`src/rtl/mbox_pkg.sv`:
```
package mbox_pkg;

  // byte offsets inside the window
  localparam int OFS_CMD  = 'h00;
  localparam int OFS_STS  = 'h04;
  localparam int OFS_SPTR = 'h08;
  localparam int OFS_DPTR = 'h0C;
  localparam int OFS_OBUF = 'h80;
  localparam int OFS_IBUF = 'h90;

  // command and status bit positions
  localparam int CMD_IRQ_BIT  = 8;
  localparam int STS_BUSY     = 0;
  localparam int STS_ERR      = 1;
  localparam int STS_IRQ      = 2;
  localparam int STS_CODE_LSB = 16;
  localparam int CODE_W       = 8;

  typedef struct packed {
    logic              busy;
    logic              err;
    logic              irq;
    logic [CODE_W-1:0] code;
  } mbox_sts_t;

  function automatic logic [31:0] pack_status(input mbox_sts_t s);
    logic [31:0] r;
    r = '0;
    r[STS_BUSY] = s.busy;
    r[STS_ERR]  = s.err;
    r[STS_IRQ]  = s.irq;
    r[STS_CODE_LSB +: CODE_W] = s.code;
    return r;
  endfunction

endpackage

```
`src/rtl/mbox_wordbank.sv`:
```
module mbox_wordbank #(
  parameter int WORDS  = 4,
  parameter int DATA_W = 32,
  localparam int IDX_W = (WORDS > 1) ? $clog2(WORDS) : 1
) (
  input  logic                     clk,
  input  logic                     rst_n,
  input  logic                     we,
  input  logic [IDX_W-1:0]         idx,
  input  logic [DATA_W-1:0]        wdata,
  output logic [WORDS*DATA_W-1:0]  q_o
);

  for (genvar w = 0; w < WORDS; w++) begin : g_word
    logic              sel;
    logic [DATA_W-1:0] word_d;
    logic [DATA_W-1:0] word_q;

    assign sel = we && (idx == IDX_W'(w));

    always_comb begin
      word_d = word_q;
      if (sel) word_d = wdata;
    end

    always_ff @(posedge clk or negedge rst_n) begin
      if (!rst_n)   word_q <= '0;
      else if (sel) word_q <= word_d;
    end

    assign q_o[w*DATA_W +: DATA_W] = word_q;
  end

  // the bank keeps every word unless its write enable is high
  p_hold_r4: assert property (@(posedge clk) disable iff (!rst_n)
    !we |=> $stable(q_o));

endmodule

```
`src/rtl/mbox_ctrl.sv`:
```
module mbox_ctrl
  import mbox_pkg::*;
#(
  parameter int DATA_W = 32
) (
  input  logic              clk,
  input  logic              rst_n,
  input  logic              launch_try,
  input  logic              sts_clr,
  input  logic [DATA_W-1:0] cmd_wdata,
  input  logic              rsp_done,
  input  logic              rsp_err,
  input  logic [CODE_W-1:0] rsp_code,
  output mbox_sts_t         sts_o,
  output logic [DATA_W-1:0] cmd_o,
  output logic              ovf_o
);

  logic              busy_q, busy_d;
  logic              err_q, err_d;
  logic              irq_q, irq_d;
  logic              ovf_q, ovf_d;
  logic [CODE_W-1:0] code_q, code_d;
  logic [DATA_W-1:0] cmd_q, cmd_d;
  logic              accept, reject, finish, cmd_en;

  assign accept = launch_try && !busy_q;
  assign reject = launch_try && busy_q;
  assign finish = rsp_done && busy_q;
  assign cmd_en = accept;

  always_comb begin
    busy_d = busy_q;
    err_d  = err_q;
    code_d = code_q;
    irq_d  = irq_q;
    ovf_d  = ovf_q;
    cmd_d  = cmd_q;
    if (accept) begin
      busy_d = 1'b1;
      err_d  = 1'b0;
      code_d = '0;
      cmd_d  = cmd_wdata;
    end
    if (reject) ovf_d = 1'b1;
    if (sts_clr) irq_d = 1'b0;
    if (finish) begin
      busy_d = 1'b0;
      err_d  = rsp_err;
      code_d = rsp_err ? rsp_code : '0;
      if (cmd_q[CMD_IRQ_BIT]) irq_d = 1'b1;
    end
  end

  always_ff @(posedge clk or negedge rst_n) begin
    if (!rst_n) begin
      busy_q <= 1'b0;
      err_q  <= 1'b0;
      code_q <= '0;
      irq_q  <= 1'b0;
      ovf_q  <= 1'b0;
    end else begin
      busy_q <= busy_d;
      err_q  <= err_d;
      code_q <= code_d;
      irq_q  <= irq_d;
      ovf_q  <= ovf_d;
    end
  end

  always_ff @(posedge clk or negedge rst_n) begin
    if (!rst_n)      cmd_q <= '0;
    else if (cmd_en) cmd_q <= cmd_d;
  end

  assign sts_o = '{busy: busy_q, err: err_q, irq: irq_q, code: code_q};
  assign cmd_o = cmd_q;
  assign ovf_o = ovf_q;

  p_launch_r2: assert property (@(posedge clk) disable iff (!rst_n)
    (launch_try && !busy_q) |=> (busy_q && cmd_q == $past(cmd_wdata)));

  p_no_overflow_r3: assert property (@(posedge clk) disable iff (!rst_n)
    (launch_try && busy_q) |=> (ovf_q && $stable(cmd_q)));

  p_ovf_sticky_r3: assert property (@(posedge clk) disable iff (!rst_n)
    ovf_q |=> ovf_q);

  p_finish_r6: assert property (@(posedge clk) disable iff (!rst_n)
    (rsp_done && busy_q) |=> (!busy_q && err_q == $past(rsp_err)));

  p_stray_done_r6: assert property (@(posedge clk) disable iff (!rst_n)
    (rsp_done && !busy_q && !launch_try) |=> ($stable(err_q) && $stable(code_q) && !busy_q));

  p_code_needs_err_r7: assert property (@(posedge clk) disable iff (!rst_n)
    !err_q |-> (code_q == '0));

  p_irq_source_r8: assert property (@(posedge clk) disable iff (!rst_n)
    $rose(irq_q) |-> $past(rsp_done && busy_q && cmd_q[CMD_IRQ_BIT]));

  p_w1c_r9: assert property (@(posedge clk) disable iff (!rst_n)
    (sts_clr && !(rsp_done && busy_q && cmd_q[CMD_IRQ_BIT])) |=> !irq_q);

  p_launch_clears_r10: assert property (@(posedge clk) disable iff (!rst_n)
    (launch_try && !busy_q) |=> (!err_q && code_q == '0));

endmodule

```
`src/rtl/mbox_ipc.sv`:
```
module mbox_ipc
  import mbox_pkg::*;
#(
  parameter int DATA_W    = 32,
  parameter int ADDR_W    = 8,
  parameter int BUF_WORDS = 4,
  localparam int BIDX_W   = $clog2(BUF_WORDS)
) (
  input  logic                        clk,
  input  logic                        rst_n,
  input  logic                        hst_wr_en,
  input  logic [ADDR_W-1:0]           hst_addr,
  input  logic [DATA_W-1:0]           hst_wdata,
  output logic [DATA_W-1:0]           hst_rdata,
  output logic                        rsp_req,
  output logic [DATA_W-1:0]           rsp_cmd,
  output logic [DATA_W-1:0]           rsp_sptr,
  output logic [DATA_W-1:0]           rsp_dptr,
  output logic [BUF_WORDS*DATA_W-1:0] rsp_obuf,
  input  logic                        rsp_wr_en,
  input  logic [BIDX_W-1:0]           rsp_wr_idx,
  input  logic [DATA_W-1:0]           rsp_wr_data,
  input  logic                        rsp_done,
  input  logic                        rsp_err,
  input  logic [CODE_W-1:0]           rsp_code,
  output logic                        irq_o,
  output logic                        ovf_o
);

  localparam int BUF_SH = BIDX_W + 2;
  localparam logic [ADDR_W-1:0] A_CMD  = ADDR_W'(OFS_CMD);
  localparam logic [ADDR_W-1:0] A_STS  = ADDR_W'(OFS_STS);
  localparam logic [ADDR_W-1:0] A_SPTR = ADDR_W'(OFS_SPTR);
  localparam logic [ADDR_W-1:0] A_DPTR = ADDR_W'(OFS_DPTR);
  localparam logic [ADDR_W-1:0] A_OBUF = ADDR_W'(OFS_OBUF);
  localparam logic [ADDR_W-1:0] A_IBUF = ADDR_W'(OFS_IBUF);

  logic              aligned;
  logic              hit_cmd, hit_sts, hit_sptr, hit_dptr, hit_ob, hit_ib;
  logic [BIDX_W-1:0] bidx;
  logic              busy;
  mbox_sts_t         sts;
  logic [DATA_W-1:0] sts_word;
  logic [2*DATA_W-1:0]         ptr_q;
  logic [BUF_WORDS*DATA_W-1:0] ob_q;
  logic [BUF_WORDS*DATA_W-1:0] ib_q;
  logic [DATA_W-1:0] ob_w [BUF_WORDS];
  logic [DATA_W-1:0] ib_w [BUF_WORDS];
  logic              ptr_we, ob_we, ib_we;

  // address decode, word accesses only
  assign aligned  = (hst_addr[1:0] == 2'b00);
  assign hit_cmd  = aligned && (hst_addr == A_CMD);
  assign hit_sts  = aligned && (hst_addr == A_STS);
  assign hit_sptr = aligned && (hst_addr == A_SPTR);
  assign hit_dptr = aligned && (hst_addr == A_DPTR);
  assign hit_ob   = aligned && (hst_addr[ADDR_W-1:BUF_SH] == A_OBUF[ADDR_W-1:BUF_SH]);
  assign hit_ib   = aligned && (hst_addr[ADDR_W-1:BUF_SH] == A_IBUF[ADDR_W-1:BUF_SH]);
  assign bidx     = hst_addr[BUF_SH-1:2];

  assign busy   = sts.busy;
  assign ptr_we = hst_wr_en && (hit_sptr || hit_dptr) && !busy;
  assign ob_we  = hst_wr_en && hit_ob && !busy;
  assign ib_we  = rsp_wr_en && busy;

  mbox_ctrl #(.DATA_W(DATA_W)) u_ctrl (
    .clk        (clk),
    .rst_n      (rst_n),
    .launch_try (hst_wr_en && hit_cmd),
    .sts_clr    (hst_wr_en && hit_sts && hst_wdata[STS_IRQ]),
    .cmd_wdata  (hst_wdata),
    .rsp_done   (rsp_done),
    .rsp_err    (rsp_err),
    .rsp_code   (rsp_code),
    .sts_o      (sts),
    .cmd_o      (rsp_cmd),
    .ovf_o      (ovf_o)
  );

  mbox_wordbank #(.WORDS(2), .DATA_W(DATA_W)) u_ptr (
    .clk   (clk),
    .rst_n (rst_n),
    .we    (ptr_we),
    .idx   (hst_addr[2]),
    .wdata (hst_wdata),
    .q_o   (ptr_q)
  );

  mbox_wordbank #(.WORDS(BUF_WORDS), .DATA_W(DATA_W)) u_obuf (
    .clk   (clk),
    .rst_n (rst_n),
    .we    (ob_we),
    .idx   (bidx),
    .wdata (hst_wdata),
    .q_o   (ob_q)
  );

  mbox_wordbank #(.WORDS(BUF_WORDS), .DATA_W(DATA_W)) u_ibuf (
    .clk   (clk),
    .rst_n (rst_n),
    .we    (ib_we),
    .idx   (rsp_wr_idx),
    .wdata (rsp_wr_data),
    .q_o   (ib_q)
  );

  for (genvar w = 0; w < BUF_WORDS; w++) begin : g_unpack
    assign ob_w[w] = ob_q[w*DATA_W +: DATA_W];
    assign ib_w[w] = ib_q[w*DATA_W +: DATA_W];
  end

  assign sts_word = DATA_W'(pack_status(sts));

  always_comb begin
    hst_rdata = '0;
    if (hit_cmd)  hst_rdata = rsp_cmd;
    if (hit_sts)  hst_rdata = sts_word;
    if (hit_sptr) hst_rdata = ptr_q[0 +: DATA_W];
    if (hit_dptr) hst_rdata = ptr_q[DATA_W +: DATA_W];
    if (hit_ob)   hst_rdata = ob_w[bidx];
    if (hit_ib)   hst_rdata = ib_w[bidx];
  end

  assign rsp_req  = busy;
  assign rsp_sptr = ptr_q[0 +: DATA_W];
  assign rsp_dptr = ptr_q[DATA_W +: DATA_W];
  assign rsp_obuf = ob_q;
  assign irq_o    = sts.irq;

  p_req_source_r2: assert property (@(posedge clk) disable iff (!rst_n)
    $rose(rsp_req) |-> $past(hst_wr_en && hit_cmd));

  p_ib_guard_r5: assert property (@(posedge clk) disable iff (!rst_n)
    !(rsp_wr_en && rsp_req) |=> $stable(ib_q));

  p_ob_frozen_r4: assert property (@(posedge clk) disable iff (!rst_n)
    rsp_req |=> $stable(ob_q) && $stable(ptr_q));

endmodule

```
`config.mk`:
```
export PLATFORM = sky130hd
export DESIGN_NAME = mbox_ipc
export DESIGN_NICKNAME = d
export VERILOG_FILES = /design/src/rtl/mbox_pkg.sv /design/src/rtl/mbox_wordbank.sv /design/src/rtl/mbox_ctrl.sv /design/src/rtl/mbox_ipc.sv
export SDC_FILE = /design/constraint.sdc
export NUM_CORES = 1
export LEC_CHECK = 0
export ABC_AREA = 0
export ABC_CLOCK_PERIOD_IN_PS = 7300
export BUFFER_PORTS_ARGS = -buffer_cell sky130_fd_sc_hd__buf_2
export CORE_AREA = 2 2 193 176
export CTS_CLUSTER_SIZE = 28
export DETAILED_ROUTE_END_ITERATION = 16
export DIE_AREA = 0 0 195 178
export GPL_TIMING_DRIVEN = 0
export PLACE_DENSITY = 0.74
export SLEW_MARGIN = 10
export SYNTH_ARGS = -nofsm -noshare
export SYNTH_HDL_FRONTEND = slang
export SYNTH_SLANG_ARGS = --single-unit
```
`constraint.sdc`:
```
create_clock -name clk -period 7.3 [get_ports clk]
set_clock_uncertainty 0.2 [all_clocks]
set_input_delay 1.46 -clock clk [delete_from_list [all_inputs] [get_ports clk]]
set_output_delay 1.46 -clock clk [all_outputs]
set_load 0.01 [all_outputs]
```
# [After elaboration in Yosys (flattened, before gate mapping)]
# Index checks and enable logic that the tools add are counted.
[classes] order_cmp=1 n_eq_ne=11 muxes=22 n_bitwise=2 n_reduce_logical=34
[op_table] cell="$mux W32" count=10
[op_table] cell="$bmux W32 S2" count=2
[op_table] cell="$logic_and A1 B1 Y1" count=27
[op_table] cell="$mux W8" count=3
[op_table] cell="$eq A8 B4 Y1 const B" count=2
[op_table] cell="$eq A2 B2 Y1 const B" count=4
[op_table] cell="$eq A4 B4 Y1 const B" count=2
[op_table] cell="$eq A8 B3 Y1 const B" count=1
[op_table] cell="$logic_not A8 Y1" count=1
[op_table] cell="$mux W1" count=7
[op_table] cell="$logic_not A2 Y1" count=3
[op_table] cell="$eq A2 B1 Y1 const B" count=2
[op_table] cell="$ge A3 B3 Y1 const B" count=1
[op_table] cell="$not A2 Y3" count=1
[op_table] cell="$reduce_bool A2 Y1" count=1
[op_table] cell="$logic_not A1 Y1" count=1
[op_table] cell="$logic_or A1 B1 Y1" count=1
[op_table] cell="$not A1 Y1" count=1
[word_totals] ff_bits=364 input_bits=88 output_inout_bits=259 elab_cells=86

# [Depth between registers and ports, before layout]
[logic_depth] word_depth=8 mapped_depth=8 ltp_nobuf=4

# [By module]
# A second synthesis with hierarchy kept.
[hier_totals] hier_cells=1069 area_unflattened_um2=16971.3
[by_module_without_submodules] mod="mbox_wordbank (u_ibuf ...)" instances=2 cells_each=272 area_each_um2=4744.6 seq_area_each_um2=3203.1
[by_module_without_submodules] mod="mbox_ipc" instances=1 cells_each=256 area_each_um2=2999.1 seq_area_each_um2=0.0
[by_module_without_submodules] mod="mbox_wordbank (u_ptr)" instances=1 cells_each=137 area_each_um2=2531.2 seq_area_each_um2=1601.5
[by_module_without_submodules] mod="mbox_ctrl" instances=1 cells_each=132 area_each_um2=1951.9 seq_area_each_um2=1101.1

# [Least setup slack after synthesis]
# Ideal clock, no wire load.
[synth_path] kind="in2out" startpoint="input hst_addr[2]" endpoint="output hst_rdata[10]" arrival_ps=3104 required_ps=5640 slack_ps=2536 cell_stages=4 path_buffers=2 path_cell_list="clkbuf_1 clkbuf_1 mux4_2 o221a_2"
[synth_via] elab_chain_cells=8 word_cells_on_any_way=21 cone_classes="3 x eq/ne; 12 x mux; 1 x bitwise; 5 x reduce/logical"
[synth_lines] element="from (decl)" line="mbox_ipc.sv:12" rtl="input logic [ADDR_W-1:0] hst_addr,"
[synth_lines] element="$logic_not A8 Y1" line="mbox_ipc.sv:53" rtl="assign hit_cmd = aligned && (hst_addr == A_CMD);"
[synth_lines] element="$logic_and A1 B1 Y1" line="mbox_ipc.sv:53"
[synth_lines] element="$mux W32" line="mbox_ipc.sv:116" rtl="if (hit_cmd) hst_rdata = rsp_cmd;"
[synth_lines] element="$mux W32" line="mbox_ipc.sv:117" rtl="if (hit_sts) hst_rdata = sts_word;"
[synth_lines] element="$mux W32" line="mbox_ipc.sv:118" rtl="if (hit_sptr) hst_rdata = ptr_q[0 +: DATA_W];"
[synth_lines] element="$mux W32" line="mbox_ipc.sv:119" rtl="if (hit_dptr) hst_rdata = ptr_q[DATA_W +: DATA_W];"
[synth_lines] element="$mux W32" line="mbox_ipc.sv:120" rtl="if (hit_ob) hst_rdata = ob_w[bidx];"
[synth_lines] element="$mux W32 *" line="mbox_ipc.sv:121" rtl="if (hit_ib) hst_rdata = ib_w[bidx];"
[synth_lines] element="to (decl)" line="mbox_ipc.sv:14" rtl="output logic [DATA_W-1:0] hst_rdata,"
# Every way passes the cells marked *; elsewhere a longest branch is shown, timed or not. The select of a mux whose other input is x is not followed.

# [Worst setup path after layout]
[layout_path] startpoint="input hst_addr[3]" endpoint="output hst_rdata[19]"
# The elaborated chain is that of the path after synthesis.

==> impl_metrics.yaml <==
global_route:
  grt_overflow: 0
  antenna_found_initial: 17
  grt_use_total: 0.290
  grt_max_degree: 112
  grt_pass1_vias: 11571
  grt_pass1_wl_um: 74400
detailed_routing:
  drc: 0
  totalWireLength_um: 50300
  vias: 11291
  drt_iter0_markers: 687
  viasPerCell: 6.00
  postRouteAntennaNets: 0
  wl_per_cell_um: 26.7
  drtPass1Iterations: 5
timing:
  fin_ws_ns: 1.42
  layout_min_cycle_time_ns: 5.88
  rsz0062_at_grt: "no"
  max_clock_freq_mhz: 170
  finalHoldViolCount: 0
  final_max_slew_viol_count: 0
  min_period_over_period: 0.805
  setup_violations: 0
  finalHoldWorstSlack_ns: 0.273
  relSlewSlack: 0.276
  tightest_slew_ns: 1.09
logic_synthesis:
  synthCells: 1031
  ys.flop_type: "dfrtp_1"
  synth_nets: 1119
  yosys_warnings: 0
  syn-cell-area_mm2: 0.0164
  ys_seq_area_frac: 0.554
  synth_edf_count: 0
  ys_seq_elements: 364
  synth_top_area_share: 0.554
  async_flop_share: 1.00
  synth_top_cell_by_area: "dfrtp_1"
  ys_types: 38
  synth_area_leaders: "dfrtp_1 55%, mux2_2 23%, mux4_2 9.6%, mux2_4 2.7%, o221a_2 1.7%"
  avgSynthCellArea_um2: 15.9
  yosysMostFrequentCell: "dfrtp_1"
  synth_top_cells_by_count: "364 x dfrtp_1, 340 x mux2_2, 70 x mux4_2"
place:
  dp_hpwl_um: 36800
  place_ws_ns: 1.47
  globalplace.congestion: 0.848
  io_buffer_count: 345
clock_network:
  clk_path_buf_depth: 3
  htreeDepth: 2
  cts.sinks: 364
  cts_inserted_buffers: 39
  clockRootBuffer: "clkbuf_16"
  insertion_delay_ns: 0.52
  cts_tree: "built"
  post_cts_buffers: 0
  clkTransAtPathRegs_ns: 0.06
  cts_resized: 0
  ctsHoldBuffers: 0
pwr:
  ir_worst_vdd_v: 0.000167
  p_per_area_mw_per_mm2: 226
  p_leak_uw: 0.0106
worst_setup_path:
  crit_arrival_ns: 4.22
  crit_fanout: 10
  crit_type: "primary input to output pin"
  worstPathRequired_ns: 5.64
  cp-end-kind: "output pin"
  startpoint_type: "primary input"
cells_and_area:
  synthToLayoutAreaGrowth_pct: 22.2
  drive_above_1_share: 0.617
  finalNetCount: 1508
status:
  outcome: "finished, final reports clean"
die:
  die_w_um: 195
  start_util: 0.504
  core-area_mm2: 0.0326
  num_rows: 63
  io_pins: 347
  dieArea_mm2: 0.0347
  die_y_um: 178
hold_path:
  holdCritPathClass: "flop to flop"
flow_run:
  cap_violations: 0
## worst paths after layout
| check | depth (start not counted) | slack [ns] | start | to |
|---|---|---|---|---|
| min in group asynchronous | 1 | 0.66 | rst_n | u_ibuf.g_word[3].word_q[27] |
| max in group asynchronous | 3 | 4.80 | rst_n | u_obuf.g_word[3].word_q[2] |
| worst max-delay path | 8 | 1.42 | hst_addr[3] | hst_rdata[19] |
| worst min register to register | 1 | 0.27 | u_ctrl.ovf_o | u_ctrl.ovf_o |
| worst max register to register | 5 | 4.37 | u_ctrl.busy_q | u_ibuf.g_word[0].word_q[25] |
| worst min-delay path | 1 | 0.27 | u_ctrl.ovf_o | u_ctrl.ovf_o |
## power breakdown
| group | internal (uW) | switching (uW) | total (uW) |
|---|---|---|---|
| clock | 1150 | 814 | 1960 |
| sequential | 2110 | 61.8 | 2170 |
| combinational | 190 | 227 | 417 |
## cell families (layout without fill, tap and decap cells)
family,count (synthesis),count (layout),synth area share
mux,448,448,0.361
flops,364,364,0.554
compound gates,96,96,0.0489
buf+inv,76,494,0.0202
simple gates,47,47,0.0156
other cells,0,12,0
## layer usage
metal / track usage / routed length (um) / vias up
li1: - / - / 4772
met1: 0.396 / 20800 / 5903
met2: 0.441 / 23100 / 493
met3: 0.0855 / 4420 / 115
met4: 0.115 / 2000 / 8
met5: 0 / 55 / -
## critical path, stage by stage
cell	delay, ns
buf_2	0.09
clkbuf_1	0.43
clkbuf_1	0.64
clkbuf_1	0.65
mux4_2	0.42
nand3_1	0.20
nand2_1	0.13
buf_2	0.17
## layout by cell type, fill, tap and decap left out, drive strengths merged
cell	Yosys	final
bufinv	0	2
nor3	2	2
o221a	26	26
diode	0	12
and3	1	1
buf	28	376
a22oi	27	27
dfrtp	364	364
clkbuf	47	101
a32o	8	8
nand4	1	1
nand2	13	13
nor4	2	2
mux2i	5	5
nand3	12	12
o2bb2ai	5	5
or4	3	3
a31o	1	1
nand4b	2	2
or2	2	2
nor2b	2	2
nand2b	1	1
mux2	373	373
clkinv	0	11
or3	1	1
mux4	70	70
inv	1	4
a221o	5	5
nor2	5	5
a41o	1	1
o21ai	23	23
## registers in the layout, indices dropped and copies added (netlist names)
name,count
u_ptr.g_word.word_q,64
u_obuf.g_word.word_q,128
u_ctrl.code_q,8
u_ctrl.cmd_o,32
u_ctrl.err_q,1
u_ibuf.g_word.word_q,128
u_ctrl.irq_q,1
u_ctrl.ovf_o,1
u_ctrl.busy_q,1
## cell type report
class                   count  area (um^2)
fillers                  2533        12500
flip-flops and latches    364         9110
multi-input cells         591         7010
repair buffers            348         1820
clock buffers              54         1120
well taps                 422          528
plain buffers              75          328
clock inverters            16          145
diodes                     12         30.0
inverters                   1         3.75
## through the flow
step                cells  setup TNS, ns  area (um^2)  power [uW]  utilization
CTS                  1871              0        20100        4580        0.615
global route         1877              0        20100        4700        0.615
detailed placement   1801              0        18800        2620        0.576
floorplan            1031              0        16400        2390            -
global placement     1798        -916.15        18700        2600        0.573
finish               1883              0        20100        4550        0.616
Power figures use the tool's default switching activity.
